## src/rtl/iow_pkg.sv

```systemverilog
package iow_pkg;
    typedef enum logic [1:0] {
        RGN_REG   = 2'd0,
        RGN_HOLE  = 2'd1,
        RGN_FLASH = 2'd2
    } region_e;

    typedef enum logic [1:0] {
        ST_IDLE       = 2'd0,
        ST_WAIT_REG   = 2'd1,
        ST_WAIT_FLASH = 2'd2
    } state_e;

    localparam logic [2:0] WOFF_PTR  = 3'd0;
    localparam logic [2:0] WOFF_DATA = 3'd1;
endpackage

```

## src/rtl/iow_ptr_reg.sv

```systemverilog
module iow_ptr_reg #(
    parameter int unsigned PTR_W  = 20,
    parameter int unsigned BE_W   = 4
) (
    input  logic             clk,
    input  logic             rst_n,
    input  logic             bus_rst,
    input  logic             we,
    input  logic [BE_W-1:0]  be,
    input  logic [PTR_W-1:0] wdata,
    output logic [PTR_W-1:0] ptr
);
    logic [PTR_W-1:0] ptr_d, ptr_q;

    always_comb begin
        ptr_d = ptr_q;
        if (bus_rst) begin
            ptr_d = '0;
        end else if (we && (&be)) begin
            ptr_d = wdata;
        end
    end

    always_ff @(posedge clk or negedge rst_n) begin
        if (!rst_n) ptr_q <= '0;
        else        ptr_q <= ptr_d;
    end

    assign ptr = ptr_q;

    AST_PARTIAL_KEEPS_PTR: assert property (@(posedge clk) disable iff (!rst_n)
        (we && !(&be) && !bus_rst) |=> $stable(ptr_q));

    AST_BUS_RST_CLEARS: assert property (@(posedge clk) disable iff (!rst_n)
        bus_rst |=> (ptr_q == '0));
endmodule

```

## src/rtl/iow_region_dec.sv

```systemverilog
module iow_region_dec
    import iow_pkg::*;
#(
    parameter int unsigned PTR_W  = 20,
    parameter int unsigned REG_AW = 17
) (
    input  logic [PTR_W-1:0]   ptr,
    output region_e            region,
    output logic [REG_AW-1:0]  reg_addr,
    output logic [PTR_W-2:0]   flash_addr
);
    localparam int unsigned     FLASH_AW   = PTR_W - 1;
    localparam logic [PTR_W-1:0] REG_LIMIT  = PTR_W'(1) << REG_AW;
    localparam logic [PTR_W-1:0] FLASH_BASE = PTR_W'(1) << FLASH_AW;

    always_comb begin
        if (ptr < REG_LIMIT)        region = RGN_REG;
        else if (ptr >= FLASH_BASE) region = RGN_FLASH;
        else                        region = RGN_HOLE;
    end

    assign reg_addr   = ptr[REG_AW-1:0];
    assign flash_addr = FLASH_AW'(ptr - FLASH_BASE);
endmodule

```

## src/rtl/iow_xfer_ctl.sv

```systemverilog
module iow_xfer_ctl
    import iow_pkg::*;
#(
    parameter int unsigned PTR_W  = 20,
    parameter int unsigned DATA_W = 32
) (
    input  logic              clk,
    input  logic              rst_n,
    input  logic              enabled,
    input  logic              strobe,
    input  logic              wr,
    input  logic [2:0]        woff,
    input  logic [DATA_W/8-1:0] be,
    input  logic [DATA_W-1:0] wdata,
    input  region_e           region,
    input  logic [PTR_W-1:0]  ptr,
    output logic              ptr_we,
    output logic              hst_ack,
    output logic [DATA_W-1:0] hst_rdata,
    output logic              be_wr,
    output logic [DATA_W/8-1:0] be_be,
    output logic [DATA_W-1:0] be_wdata,
    output logic              reg_req,
    input  logic              reg_ack,
    input  logic [DATA_W-1:0] reg_rdata,
    output logic              flash_req,
    input  logic              flash_ack,
    input  logic [DATA_W-1:0] flash_rdata
);
    localparam int unsigned BE_W = DATA_W / 8;

    typedef struct packed {
        state_e            state;
        logic              ack;
        logic [DATA_W-1:0] rdata;
        logic              wr;
        logic [BE_W-1:0]   be;
        logic [DATA_W-1:0] wdata;
        logic              reg_req;
        logic              flash_req;
    } ctl_t;

    ctl_t q, d;
    logic accept;

    assign accept = (q.state == ST_IDLE) && strobe && enabled;
    assign ptr_we = accept && wr && (woff == WOFF_PTR);

    always_comb begin
        d = q;
        d.ack = 1'b0;
        case (q.state)
            ST_IDLE: begin
                if (accept) begin
                    d.wr    = wr;
                    d.be    = be;
                    d.wdata = wdata;
                    d.rdata = '0;
                    if (woff == WOFF_PTR) begin
                        d.ack = 1'b1;
                        if (!wr) d.rdata = DATA_W'(ptr);
                    end else if (woff == WOFF_DATA) begin
                        case (region)
                            RGN_REG: begin
                                d.reg_req = 1'b1;
                                d.state   = ST_WAIT_REG;
                            end
                            RGN_FLASH: begin
                                d.flash_req = 1'b1;
                                d.state     = ST_WAIT_FLASH;
                            end
                            default: d.ack = 1'b1;
                        endcase
                    end else begin
                        d.ack = 1'b1;
                    end
                end
            end
            ST_WAIT_REG: begin
                if (reg_ack) begin
                    d.reg_req = 1'b0;
                    d.ack     = 1'b1;
                    d.rdata   = q.wr ? '0 : reg_rdata;
                    d.state   = ST_IDLE;
                end
            end
            ST_WAIT_FLASH: begin
                if (flash_ack) begin
                    d.flash_req = 1'b0;
                    d.ack       = 1'b1;
                    d.rdata     = q.wr ? '0 : flash_rdata;
                    d.state     = ST_IDLE;
                end
            end
            default: d.state = ST_IDLE;
        endcase
    end

    always_ff @(posedge clk or negedge rst_n) begin
        if (!rst_n) begin
            q <= '{state: ST_IDLE, ack: 1'b0, rdata: '0, wr: 1'b0,
                   be: '0, wdata: '0, reg_req: 1'b0, flash_req: 1'b0};
        end else begin
            q <= d;
        end
    end

    assign hst_ack   = q.ack;
    assign hst_rdata = q.rdata;
    assign be_wr     = q.wr;
    assign be_be     = q.be;
    assign be_wdata  = q.wdata;
    assign reg_req   = q.reg_req;
    assign flash_req = q.flash_req;

    AST_DISABLED_NO_ACK: assert property (@(posedge clk) disable iff (!rst_n)
        ((q.state == ST_IDLE) && strobe && !enabled) |=> !hst_ack);

    AST_PTR_UPPER_ZERO: assert property (@(posedge clk) disable iff (!rst_n)
        (accept && !wr && (woff == WOFF_PTR)) |=> (hst_rdata[DATA_W-1:PTR_W] == '0));

    AST_RESERVED_ZERO: assert property (@(posedge clk) disable iff (!rst_n)
        (accept && (woff > WOFF_DATA)) |=> (hst_ack && (hst_rdata == '0)));

    AST_HOLE_NO_REQ: assert property (@(posedge clk) disable iff (!rst_n)
        (accept && (woff == WOFF_DATA) && (region == RGN_HOLE))
        |=> (hst_ack && !reg_req && !flash_req));

    AST_ONE_REQ: assert property (@(posedge clk) disable iff (!rst_n)
        !(reg_req && flash_req));

    AST_ACK_FOLLOWS_BE: assert property (@(posedge clk) disable iff (!rst_n)
        ((reg_req && reg_ack) || (flash_req && flash_ack)) |=> (hst_ack && !reg_req && !flash_req));
endmodule

```

## src/rtl/iow_window.sv

```systemverilog
module iow_window
    import iow_pkg::*;
#(
    parameter int unsigned PTR_W  = 20,
    parameter int unsigned REG_AW = 17,
    parameter int unsigned DATA_W = 32,
    localparam int unsigned BE_W     = DATA_W / 8,
    localparam int unsigned FLASH_AW = PTR_W - 1
) (
    input  logic                clk,
    input  logic                rst_n,
    input  logic                bus_rst,
    input  logic                bar_valid,
    input  logic                io_dec_en,
    input  logic                hst_strobe,
    input  logic                hst_wr,
    input  logic [2:0]          hst_woff,
    input  logic [BE_W-1:0]     hst_be,
    input  logic [DATA_W-1:0]   hst_wdata,
    output logic                hst_ack,
    output logic [DATA_W-1:0]   hst_rdata,
    output logic                reg_req,
    output logic                reg_wr,
    output logic [REG_AW-1:0]   reg_addr,
    output logic [BE_W-1:0]     reg_be,
    output logic [DATA_W-1:0]   reg_wdata,
    input  logic                reg_ack,
    input  logic [DATA_W-1:0]   reg_rdata,
    output logic                flash_req,
    output logic                flash_wr,
    output logic [FLASH_AW-1:0] flash_addr,
    output logic [BE_W-1:0]     flash_be,
    output logic [DATA_W-1:0]   flash_wdata,
    input  logic                flash_ack,
    input  logic [DATA_W-1:0]   flash_rdata
);
    logic              ptr_we;
    logic [PTR_W-1:0]  ptr;
    region_e           region;
    logic              be_wr;
    logic [BE_W-1:0]   be_be;
    logic [DATA_W-1:0] be_wdata;

    iow_ptr_reg #(.PTR_W(PTR_W), .BE_W(BE_W)) u_ptr (
        .clk(clk), .rst_n(rst_n), .bus_rst(bus_rst),
        .we(ptr_we), .be(hst_be), .wdata(hst_wdata[PTR_W-1:0]), .ptr(ptr)
    );

    iow_region_dec #(.PTR_W(PTR_W), .REG_AW(REG_AW)) u_dec (
        .ptr(ptr), .region(region), .reg_addr(reg_addr), .flash_addr(flash_addr)
    );

    iow_xfer_ctl #(.PTR_W(PTR_W), .DATA_W(DATA_W)) u_ctl (
        .clk(clk), .rst_n(rst_n), .enabled(bar_valid && io_dec_en),
        .strobe(hst_strobe), .wr(hst_wr), .woff(hst_woff), .be(hst_be),
        .wdata(hst_wdata), .region(region), .ptr(ptr), .ptr_we(ptr_we),
        .hst_ack(hst_ack), .hst_rdata(hst_rdata),
        .be_wr(be_wr), .be_be(be_be), .be_wdata(be_wdata),
        .reg_req(reg_req), .reg_ack(reg_ack), .reg_rdata(reg_rdata),
        .flash_req(flash_req), .flash_ack(flash_ack), .flash_rdata(flash_rdata)
    );

    assign reg_wr      = be_wr;
    assign reg_be      = be_be;
    assign reg_wdata   = be_wdata;
    assign flash_wr    = be_wr;
    assign flash_be    = be_be;
    assign flash_wdata = be_wdata;

    AST_REG_REQ_HOLD: assert property (@(posedge clk) disable iff (!rst_n)
        (reg_req && !reg_ack) |=> (reg_req && $stable(reg_addr)));

    AST_FLASH_REQ_HOLD: assert property (@(posedge clk) disable iff (!rst_n)
        (flash_req && !flash_ack) |=> (flash_req && $stable(flash_addr)));
endmodule

```

## config.mk

```make
export PLATFORM = sky130hd
export DESIGN_NAME = iow_window
export DESIGN_NICKNAME = d
export VERILOG_FILES = /design/src/rtl/iow_pkg.sv /design/src/rtl/iow_ptr_reg.sv /design/src/rtl/iow_region_dec.sv /design/src/rtl/iow_xfer_ctl.sv /design/src/rtl/iow_window.sv
export SDC_FILE = /design/constraint.sdc
export NUM_CORES = 1
export LEC_CHECK = 0
export BUFFER_PORTS_ARGS = -buffer_cell sky130_fd_sc_hd__clkbuf_2
export CAP_MARGIN = 10
export CORE_ASPECT_RATIO = 0.6
export CORE_UTILIZATION = 42
export DETAILED_ROUTE_END_ITERATION = 10
export GPL_TIMING_DRIVEN = 0
export PLACE_DENSITY = 0.79
export SLEW_MARGIN = 20
export SYNTH_ARGS = -nofsm -noshare
export SYNTH_HDL_FRONTEND = slang
export SYNTH_SLANG_ARGS = --single-unit
export TNS_END_PERCENT = 5
```

## constraint.sdc

```tcl
create_clock -name clk -period 1.5 [get_ports clk]
set_input_delay 0.225 -clock clk [delete_from_list [all_inputs] [get_ports clk]]
set_output_delay 0.225 -clock clk [all_outputs]
set_load 0.02 [all_outputs]
```

==> flow_summary.yaml <==
clock_tree:
  tritoncts: "done"
  clock_latency_ns: 0.33
  clk_pin_slew_ns: 0.07
  cts_buffers: 9
  cts_buffer_depth: 2
  h-tree-depth: 3
  cts.sinks: 94
  cts-root-buf: "clkbuf_16"
setup_path:
  cp_data_required_time_ns: 1.71
  r2r_end: "u_ctl.hst_rdata[11]"
  r2r_start: "u_ctl.q[72]"
  crit_fanout: 10
  rr_worst_depth: 7
  worst_setup_path_end_kind: "flip-flop"
  critPathLaunchType: "flip-flop"
  cp.arrival_ns: 1.84
  critPathKind: "flip-flop to flip-flop"
  r2r_slack_ns: -0.13
yosys:
  ys.flop_type: "dfrtp_1"
  syn_inst: 463
  yosysWarnings: 0
  syn_avg_cell_area_um2: 11.40
  syn_area_um2: 5276
  synth_seq_area_share: 0.4458
  syn_nets: 575
  synth.distinct_cells: 33
  synth_edf_count: 0
  synth-seq-cells: 94
  postSynth.asyncResetShare: 1.000
detailed_routing:
  drtIter0Drc: 162
  wl_um: 15890
  dr.pass1.iters: 4
  antenna_left: 0
  via_per_inst: 5.046
  drcViolationCount: 0
  routedWlPerCell_um: 17.50
  dr_total_vias: 4582
global_routing:
  grt_pass1_wl_um: 23760
  grt-ovfl-total: 0
  grt_max_degree: 60
  grt_util_all_layers: 0.2412
  met2_usage: 0.4179
  grt_util_met3: 0.05619
  grt_use_met1: 0.3067
  grt_pass1_vias: 4553
  gr-max-usage-layer: "met2"
  antenna_found_initial: 0
floorplanning:
  fp-row-count: 31
  dieArea_um2: 13030
  core_um2: 12140
  start_util: 0.4346
  die_height_um: 88.82
  die_w_um: 146.7
  ios: 257
timing:
  fin_hold_ws_ns: 0.1179
  hold_viol_final: 0
  relSlewSlack: 0.6075
  maxSlewViolCount: 0
  tns_ns: -4.952
  grt_setup_unrepaired: "yes"
  layout_setup_ws_ns: -0.1303
  skew_ns: 0.007929
  setup_violations: 71
  tightest_slew_ns: 0.5874
  min_period_ns: 1.630
  fmax_mhz: 613.4
  fin_crit_sh: 1.087
finish:
  stdcell_count: 908
  finalCoreUtilization: 0.5994
  diodes: 0
  finalNetCount: 850
  drive_gt1_frac: 0.6312
  nFillCells: 1004
  areaGrowthSynthToFinish_pct: 37.92
min_path:
  hp-start: "hst_wdata[11]"
  hold_path_depth: 2
  min_to: "u_ctl.be_wdata[11]"
  hold_class: "primary input to flip-flop"
run_status:
  violations: "negative setup slack"
  status: "complete, but fails checks"
place:
  port_buffers: 256
  gp_congestion: 0.8491
  place_hpwl_um: 12130
  placed_cells: 885
  dp_slack_ns: -0.2773
pwr:
  power.leakage_nw: 3.868
  ir_drop_v: 0.0006433
  power_density_nw_per_um2: 1043
job:
  cap_violations: 0
kinds of logic after synthesis:
family,share of synthesized area
AO/OA/AOI/OAI,0.1418
buffers and inverters,0.2388
flip-flops,0.4458
multiplexers,0.07897
AND/OR/NAND/NOR,0.09462
metrics by stage:
step | cell area (um^2) | power, mW
floorplan | 5276 | 4.476
global placement | 6764 | 5.193
detailed placement | 6800 | 5.259
CTS | 7272 | 7.672
finish | 7277 | 7.589
global route | 7277 | 7.963
power by group:
part	switching [mW]	internal (mW)	leakage, nW
Sequential	0.193	2.78	1.22
Combinational	1.16	1.11	2.50
Clock	0.963	1.39	0.149
Total	2.32	5.27	3.87
per-layer routing:
layer,share of wire,up-vias,wire [um]
li1,-,2104,-
met1,0.43,2263,6846
met2,0.49,203,7795
met3,0.069,12,1101
met4,0.0094,0,149
met5,0,-,0
registers in the layout (all words and copies together) (netlist names):
| register | flops |
|---|---|
| u_ctl.hst_ack | 1 |
| u_ctl.hst_rdata | 32 |
| u_ctl.be_be | 4 |
| u_ctl.be_wdata | 32 |
| u_ctl.be_wr | 1 |
| u_ctl.flash_req | 1 |
| u_ctl.q | 2 |
| u_ptr.ptr | 20 |
| u_ctl.reg_req | 1 |
cell usage in the layout, fill, tap and decap left out, types with 4 or more instances in the layout:
cell	synthesis	layout
clkbuf_2	0	260
buf_4	142	149
dfrtp_1	94	94
nand4b_1	41	41
a21oi_1	22	22
a22o_1	20	20
a221o_1	20	20
mux2_1	19	19
mux2_2	18	18
o2bb2ai_1	12	12
buf_6	6	11
clkbuf_1	17	11
a22oi_1	12	10
clkbuf_16	0	9
and3b_1	4	4
clkbuf_8	0	4
critical path, stage by stage (launching register included):
cell and delay (ns):
dfrtp_1 0.40, buf_6 0.15, and3b_1 0.22, buf_6 0.11, a211oi_4 0.04, buf_6 0.14
buf_8 0.13, a221o_1 0.32
how the worst max path moves through the flow:
stage,end,slack (ns),cells past startpoint,startpoint
floorplan,u_ctl.be_wdata[10],0.02,6,u_ctl.q[72]
global placement,u_ctl.be_wdata[30],-0.99,1,rst_n
detailed placement,u_ctl.be_wdata[20],-0.28,7,bar_valid
CTS,u_ctl.hst_rdata[6],-0.12,7,u_ctl.q[72]
global route,u_ctl.hst_rdata[8],-0.18,7,u_ctl.q[72]
finish,u_ctl.hst_rdata[11],-0.13,7,u_ctl.q[72]
layout make-up:
class                   instances  area (um^2)  area share
plain buffers                 175         1303      0.1790
clock buffers                  12        256.5     0.03525
clock inverters                 4        55.05    0.007565
inverters                       1        3.754   0.0005158
multi-input cells             191         1693      0.2326
flip-flops and latches         94         2352      0.3232
well taps                     165        206.4     0.02837
repair buffers                266         1408      0.1934
cells in the mapped netlist, types with 4 or more instances:
library cell / instances / area share
o2bb2ai_1: 12 / 0.020
a22oi_1: 12 / 0.017
mux2_1: 19 / 0.041
dfrtp_1: 94 / 0.45
a22o_1: 20 / 0.033
nand4b_1: 41 / 0.068
buf_2: 11 / 0.010
a21oi_1: 22 / 0.021
clkbuf_1: 17 / 0.012
buf_4: 142 / 0.20
and3b_1: 4 / 0.0066
mux2_2: 18 / 0.038
a221o_1: 20 / 0.038
buf_6: 6 / 0.013
timing repair:
item,4_1_cts,5_1_grt
hold endpoints to repair,35,0
resized for setup,29,2
cloned,1,0
hold buffers,1,0
buffers inserted,7,0
endpoints found under the setup margin,90,79
pin swaps,28,12
(Power assumes the default switching activity.)
